<file path="src/rtl/fps_pkg.sv">
package fps_pkg;
  localparam int unsigned RAIL_CNT = 5;
  localparam int unsigned LVL_W    = 3;

  // Rail positions in the enable vector; the order is the power-up order.
  localparam int unsigned RAIL_PERIOD = 0;
  localparam int unsigned RAIL_VDD    = 1;
  localparam int unsigned RAIL_DATA   = 2;
  localparam int unsigned RAIL_VEE    = 3;
  localparam int unsigned RAIL_BLIGHT = 4;

  // Level = number of rails currently enabled in sequence order.
  typedef logic [LVL_W-1:0] level_t;
  localparam level_t LV_OFF    = 3'd0;
  localparam level_t LV_PERIOD = 3'd1;
  localparam level_t LV_VDD    = 3'd2;
  localparam level_t LV_DATA   = 3'd3;
  localparam level_t LV_VEE    = 3'd4;
  localparam level_t LV_FULL   = 3'd5;
endpackage

</file>
<file path="src/rtl/fps_tick_gen.sv">
module fps_tick_gen #(
  parameter int unsigned CLK_HZ  = 50_000_000,
  parameter int unsigned TICK_HZ = 1000
) (
  input  logic clk,
  input  logic rst,
  input  logic restart,
  output logic tick
);
  localparam int unsigned DIV = (CLK_HZ / TICK_HZ < 1) ? 1 : CLK_HZ / TICK_HZ;
  localparam int unsigned CW  = (DIV > 1) ? $clog2(DIV) : 1;

  logic [CW-1:0] cnt_q;

  assign tick = (cnt_q == CW'(DIV - 1));

  always_ff @(posedge clk) begin
    if (rst || restart) begin
      cnt_q <= '0;
    end else if (tick) begin
      cnt_q <= '0;
    end else begin
      cnt_q <= cnt_q + 1'b1;
    end
  end

  generate
    if (DIV > 1) begin : g_chk
      // a restart begins a full tick period, so no tick directly after it
      assert_no_early_tick_R10: assert property (@(posedge clk) disable iff (rst)
        restart |=> !tick)
        else $error("tick too soon after restart");
    end
  endgenerate
endmodule

</file>
<file path="src/rtl/fps_dwell_timer.sv">
module fps_dwell_timer #(
  parameter int unsigned MAX_TICKS = 200,
  parameter int unsigned EW        = 8
) (
  input  logic          clk,
  input  logic          rst,
  input  logic          clear,
  input  logic          tick,
  output logic [EW-1:0] elapsed
);
  always_ff @(posedge clk) begin
    if (rst || clear) begin
      elapsed <= '0;
    end else if (tick && (elapsed != EW'(MAX_TICKS))) begin
      elapsed <= elapsed + 1'b1;
    end
  end

  // the wait count only advances on a tick
  assert_count_on_tick_R10: assert property (@(posedge clk) disable iff (rst)
    (!clear && !tick) |=> $stable(elapsed))
    else $error("elapsed moved without a tick");
endmodule

</file>
<file path="src/rtl/fps_step_ctrl.sv">
module fps_step_ctrl
  import fps_pkg::*;
#(
  parameter int unsigned DLY_P2V = 200,
  parameter int unsigned DLY_V2D = 25,
  parameter int unsigned DLY_D2E = 0,
  parameter int unsigned DLY_E2B = 25,
  parameter int unsigned EW      = 8
) (
  input  logic          clk,
  input  logic          rst,
  input  logic          hold,
  input  logic          req,
  input  logic [EW-1:0] elapsed,
  output level_t        level_q,
  output level_t        level_d,
  output logic          step_go
);
  // Wait held at level k before the next step is DLY[k-1], for either direction,
  // except that leaving full-on, leaving level 1 downward and leaving off are immediate.
  localparam int unsigned DLY [4] = '{DLY_P2V, DLY_V2D, DLY_D2E, DLY_E2B};

  int unsigned need;
  logic        room;

  always_comb begin
    need = 0;
    if (req) begin
      if (level_q >= LV_PERIOD && level_q <= LV_VEE) need = DLY[int'(level_q) - 1];
    end else begin
      if (level_q >= LV_VDD && level_q <= LV_VEE) need = DLY[int'(level_q) - 1];
    end
    room    = req ? (level_q != LV_FULL) : (level_q != LV_OFF);
    step_go = !hold && room && (32'(elapsed) >= need);
    if (hold)         level_d = LV_OFF;
    else if (!step_go) level_d = level_q;
    else if (req)     level_d = level_q + 3'd1;
    else              level_d = level_q - 3'd1;
  end

  always_ff @(posedge clk) begin
    if (rst) level_q <= LV_OFF;
    else     level_q <= level_d;
  end

  // the level never moves by more than one step per cycle
  assert_single_step_R6: assert property (@(posedge clk) disable iff (rst)
    !hold |=> ((int'(level_q) - int'($past(level_q)) <= 1) &&
               (int'($past(level_q)) - int'(level_q) <= 1)))
    else $error("level skipped a step");

  // with the request low the level never climbs
  assert_no_climb_when_low_R6: assert property (@(posedge clk) disable iff (rst)
    (!hold && !req) |=> (level_q <= $past(level_q)))
    else $error("level rose without a request");

  // the level stays within the rail count
  assert_level_range_R2: assert property (@(posedge clk) disable iff (rst)
    level_q <= LV_FULL)
    else $error("level out of range");
endmodule

</file>
<file path="src/rtl/fps_power_seq.sv">
module fps_power_seq
  import fps_pkg::*;
#(
  parameter int unsigned CLK_HZ  = 50_000_000,
  parameter int unsigned TICK_HZ = 1000,
  parameter int unsigned DLY_P2V = 200,
  parameter int unsigned DLY_V2D = 25,
  parameter int unsigned DLY_D2E = 0,
  parameter int unsigned DLY_E2B = 25
) (
  input  logic       clk,
  input  logic       rst,
  input  logic       pwr_req,
  input  logic       direct_mode,
  input  logic [4:0] direct_en,
  output logic       period_en,
  output logic       vdd_en,
  output logic       data_en,
  output logic       vee_en,
  output logic       backlight_en,
  output logic       on_done,
  output logic       off_done
);
  localparam int unsigned MAX_AB = (DLY_P2V > DLY_V2D) ? DLY_P2V : DLY_V2D;
  localparam int unsigned MAX_CD = (DLY_D2E > DLY_E2B) ? DLY_D2E : DLY_E2B;
  localparam int unsigned MAXD   = (MAX_AB > MAX_CD) ? MAX_AB : MAX_CD;
  localparam int unsigned EW     = (MAXD < 1) ? 1 : $clog2(MAXD + 1);

  logic          tick;
  logic          step_go;
  logic          restart;
  logic [EW-1:0] elapsed;
  level_t        level_q;
  level_t        level_d;

  logic [RAIL_CNT-1:0] thermo_d;
  logic [RAIL_CNT-1:0] en_d;
  logic [RAIL_CNT-1:0] en_q;
  logic                mode_q;

  // Counters restart on every step and while held in direct mode.
  assign restart = step_go | direct_mode;

  fps_tick_gen #(.CLK_HZ(CLK_HZ), .TICK_HZ(TICK_HZ)) u_tick (
    .clk(clk), .rst(rst), .restart(restart), .tick(tick)
  );

  fps_dwell_timer #(.MAX_TICKS(MAXD), .EW(EW)) u_dwell (
    .clk(clk), .rst(rst), .clear(restart), .tick(tick), .elapsed(elapsed)
  );

  fps_step_ctrl #(
    .DLY_P2V(DLY_P2V), .DLY_V2D(DLY_V2D), .DLY_D2E(DLY_D2E), .DLY_E2B(DLY_E2B), .EW(EW)
  ) u_step (
    .clk(clk), .rst(rst), .hold(direct_mode), .req(pwr_req), .elapsed(elapsed),
    .level_q(level_q), .level_d(level_d), .step_go(step_go)
  );

  generate
    for (genvar gi = 0; gi < RAIL_CNT; gi++) begin : g_therm
      assign thermo_d[gi] = (level_d > level_t'(gi));
    end
  endgenerate

  assign en_d = direct_mode ? direct_en : thermo_d;

  always_ff @(posedge clk) begin
    if (rst) begin
      en_q     <= '0;
      mode_q   <= 1'b0;
      on_done  <= 1'b0;
      off_done <= 1'b1;
    end else begin
      en_q     <= en_d;
      mode_q   <= direct_mode;
      on_done  <= en_d[RAIL_BLIGHT];
      off_done <= !en_d[RAIL_PERIOD];
    end
  end

  assign period_en    = en_q[RAIL_PERIOD];
  assign vdd_en       = en_q[RAIL_VDD];
  assign data_en      = en_q[RAIL_DATA];
  assign vee_en       = en_q[RAIL_VEE];
  assign backlight_en = en_q[RAIL_BLIGHT];

  generate
    for (genvar gi = 1; gi < RAIL_CNT; gi++) begin : g_order_chk
      // in hardware mode a rail is on only if its predecessor is on
      assert_rail_order_R2: assert property (@(posedge clk) disable iff (rst)
        (!mode_q && en_q[gi]) |-> en_q[gi-1])
        else $error("rail order broken");
    end
  endgenerate

  // in hardware mode fully-on and fully-off never coincide
  assert_status_excl_R7: assert property (@(posedge clk) disable iff (rst)
    !mode_q |-> !(on_done && off_done))
    else $error("both status flags set");

  // leaving direct mode restarts from the bottom of the sequence
  assert_exit_direct_R9: assert property (@(posedge clk) disable iff (rst)
    (mode_q && !direct_mode) |=> (en_q[RAIL_CNT-1:1] == '0))
    else $error("exit from direct mode skipped the sequence");
endmodule

</file>
<file path="config.mk">
export PLATFORM = sky130hd
export DESIGN_NAME = fps_power_seq
export DESIGN_NICKNAME = d
export VERILOG_FILES = /design/src/rtl/fps_pkg.sv /design/src/rtl/fps_tick_gen.sv /design/src/rtl/fps_dwell_timer.sv /design/src/rtl/fps_step_ctrl.sv /design/src/rtl/fps_power_seq.sv
export SDC_FILE = /design/constraint.sdc
export NUM_CORES = 1
export LEC_CHECK = 0
export BUFFER_PORTS_ARGS = -buffer_cell sky130_fd_sc_hd__buf_2
export CORE_ASPECT_RATIO = 1.1
export CORE_MARGIN = 2
export CORE_UTILIZATION = 53
export DETAILED_ROUTE_END_ITERATION = 6
export PLACE_DENSITY = 0.81
export SLEW_MARGIN = 20
export SYNTH_ARGS = -nofsm -noshare
export SYNTH_HDL_FRONTEND = slang
export SYNTH_SLANG_ARGS = --single-unit
</file>
<file path="constraint.sdc">
create_clock -name clk -period 2.9 [get_ports clk]
set_input_delay 0.435 -clock clk [delete_from_list [all_inputs] [get_ports clk]]
set_output_delay 0.435 -clock clk [all_outputs]
set_load 0.005 [all_outputs]
</file>
==> impl_metrics.tcl <==
set metrics [dict create \
    status "completed" \
    dp_hpwl_mm 2.49 \
    grt_start_max_net_pins 17 \
    io_buffers 15 \
    grt_use_met3 0.0650 \
    drtIter0Drc 100 \
    drv_slew 0 \
    start_util 0.549 \
    critical_path_class "reg -> reg" \
    ys_seq_area_frac 0.361 \
    finalClockSkew_ns 0.00783 \
    ir_drop_mv 0.292 \
    min_to "u_step.level_q[0]$_SDFF_PP0_" \
    whs_ns 0.334 \
    reg2regPathDepth 12 \
    synth_common_cells "dfxtp_1 (33), nor2_1 (32), xor2_1 (19), inv_1 (15), ha_1 (13)" \
    root_buffer "clkbuf_4" \
    via_per_inst 5.28 \
    clock.fmax_mhz 345 \
    r2r_start "u_step.level_q[0]$_SDFF_PP0_" \
    areaGrowthSynthToFinish_pct 25.2 \
    cts_made_buffers 5 \
    dieArea_mm2 0.00394 \
    grtUsageTotal 0.208 \
    timing.setup.tns_ns 0 \
    antenna_found_initial 0 \
    ios 16 \
    powerDensity_mw_per_mm2 439 \
    syn_inst 207 \
    endpoint_kind "flip-flop" \
    holdCritPathClass "in -> reg" \
    rsz0062_at_grt "true" \
    max_slew_margin 0.666 \
    avgSynthCellArea_um2 8.84 \
    fin_crit_ns 2.90 \
    min_from "rst" \
    nFillCells 265 \
    syn_nets 229 \
    vias 1516 \
    fin_nets 260 \
    diodes 0 \
    clk_path_buf_depth 2 \
    rows 22 \
    h-tree-depth 2 \
    yosys_warnings 0 \
    insertion_delay_ns 0.34 \
    crit_path_start_kind "flip-flop" \
    routedWlPerCell_um 13.9 \
    drv_cap 0 \
    ant_nets 0 \
    ys_types 43 \
    worst_pin_slew_ns 0.497 \
    finalPower_w 0.00101 \
    synth_area_leaders "dfxtp_1 (36%), xor2_1 (9.1%), ha_1 (8.9%), nor2_1 (6.6%), inv_1 (3.1%)" \
    hold_violations 0 \
    setup_ws_ns 0.00379 \
    ys_ff_latch 33 \
    period_share 0.999 \
    drive_gt1_frac 0.339 \
    dp_cells 270 \
    worstPathArrival_ns 3.18 \
    path_clk_slew_ns 0.11 \
    reg2reg_slack_ns 0.004 \
    worstReg2RegEnd "u_tick.cnt_q[13]$_SDFF_PP0_" \
    final_cells 287 \
    cts_tree "yes" \
    die_width_um 60.0 \
    drtPass1Iterations 4 \
    worstPathMaxFanout 8 \
    synth_area_mm2 0.00183 \
    clock_sinks 33 \
    die_h_um 65.6 \
    top_usage_layer "met2" \
    synth_top_area_frac 0.361 \
    grt_pass1_vias 1432 \
    core_area_mm2 0.00333 \
    synth_edf_count 0 \
    synthArstFlopShare 0 \
    grt_remaining_overflow 0 \
    grt_use_met2 0.342 \
    synth_top_area_cell "dfxtp_1" \
    hold-path-cell-count 2 \
    setup_viol 0 \
    grt_util_met1 0.251 \
    yosysMostFrequentCell "dfxtp_1" \
    routed_wl_mm 3.98 \
    power.leakage_nw 0.913 \
    synth_flop_cell "dfxtp_1" \
    pre_cts_ws_ns -0.0244 \
    required_ns 3.18 \
    grt_pass1_wl_mm 6.15 \
    routabilityCongestion 0.926 \
    drc 0 \
]
layer usage:
layer  vias to the layer above  wire [um]
li1                        775          -
met1                       700       1750
met2                        31       1990
met3                        10        153
met4                         0         82
met5                         -          0
through the flow:
step | instance area (um^2) | utilization
2_1_floorplan | 1840 | -
3_3_place_gp | 1990 | 0.596
3_5_place_dp | 1990 | 0.596
4_1_cts | 2080 | 0.626
5_1_grt | 2290 | 0.687
6_report | 2290 | 0.687
power by group:
part           switching, W  total [W]  internal, W  leakage, nW
sequential       0.00000946   0.000476     0.000466        0.269
clock              0.000159   0.000299     0.000140       0.0413
combinational      0.000117   0.000231     0.000114        0.603
total              0.000285    0.00101     0.000721        0.913
area by class of cell:
| class | instances | area (um^2) | area share |
|---|---|---|---|
| sequential | 33 | 666 | 0.291 |
| timing repair buffer | 32 | 223 | 0.0973 |
| clock buffer | 7 | 65.1 | 0.0284 |
| clock inverter | 1 | 5.00 | 0.00219 |
| tap | 48 | 60.1 | 0.0262 |
| inverter | 15 | 61.3 | 0.0268 |
| multi-input combinational | 151 | 1210 | 0.528 |
logic make-up (layout without fill, tap and decap cells):
logic type,count (synthesis),after routing,share of synthesized area
XOR/XNOR,23,23,0.110
AND/OR/NAND/NOR,88,88,0.259
multiplexers,5,5,0.0274
buffers and inverters,23,55,0.0595
AO/OA/AOI/OAI,22,22,0.0944
flip-flops,33,33,0.361
adder cells (fa/ha/maj),13,13,0.0889
critical path, stage by stage (launching register included):
cell,delay (ns)
dfxtp_4,0.41
inv_4,0.05
buf_4,0.14
ha_1,0.19
o21a_1,0.20
ha_1,0.29
or4b_4,0.54
nand3_2,0.09
o311a_4,0.20
nor2_4,0.07
or3_4,0.40
buf_12,0.17
nor2_4,0.08
worst max path at each step:
stage	start	slack [ns]	endpoint	cells past startpoint
2_1_floorplan	u_step.level_q[0]$_SDFF_PP0_	0.01	u_tick.cnt_q[10]$_SDFF_PP0_	15
3_3_place_gp	u_step.level_q[0]$_SDFF_PP0_	0.06	u_tick.cnt_q[11]$_SDFF_PP0_	12
3_5_place_dp	u_step.level_q[0]$_SDFF_PP0_	-0.02	u_tick.cnt_q[13]$_SDFF_PP0_	14
4_1_cts	u_step.level_q[0]$_SDFF_PP0_	0.007	u_tick.cnt_q[3]$_SDFF_PP0_	14
5_1_grt	u_step.level_q[1]$_SDFF_PP0_	-0.1	u_tick.cnt_q[9]$_SDFF_PP0_	14
6_report	u_step.level_q[0]$_SDFF_PP0_	0.004	u_tick.cnt_q[13]$_SDFF_PP0_	12
sequential cells by signal, indices dropped and copies added, names as in the netlist:
name,cells
on_done,1
u_step.level_q,3
en_q,4
u_dwell.elapsed,8
off_done,1
u_tick.cnt_q,16
timing repair:
item / 4_1_cts / 5_1_grt
pin swaps: 0 / 19
setup endpoints to repair: 15 / 21
cloned: 0 / 1
hold buffers: 0 / 0
gates resized for setup: 2 / 40
setup buffers: 3 / 5
cells in the final DEF (no fill, tap or decap), types with 2 or more instances in the layout:
cell type / n
a21oi_1: 4
or2_2: 2
nor2_2: 4
clkbuf_4: 5
nor3_1: 3
o21ai_0: 2
nor2b_1: 2
xnor2_1: 4
and2b_2: 3
and4_1: 3
dfxtp_1: 31
ha_1: 10
buf_4: 15
nor2_1: 20
inv_4: 2
a2111oi_0: 2
nand2_1: 11
buf_2: 15
or4b_2: 2
inv_1: 12
xor2_1: 19
nand4_1: 6
clkbuf_8: 2
mux2i_1: 5
nand3_1: 7
nand2b_1: 2
and3_1: 6
nor2_4: 9
ha_4: 3
(Power assumes the default switching activity.)
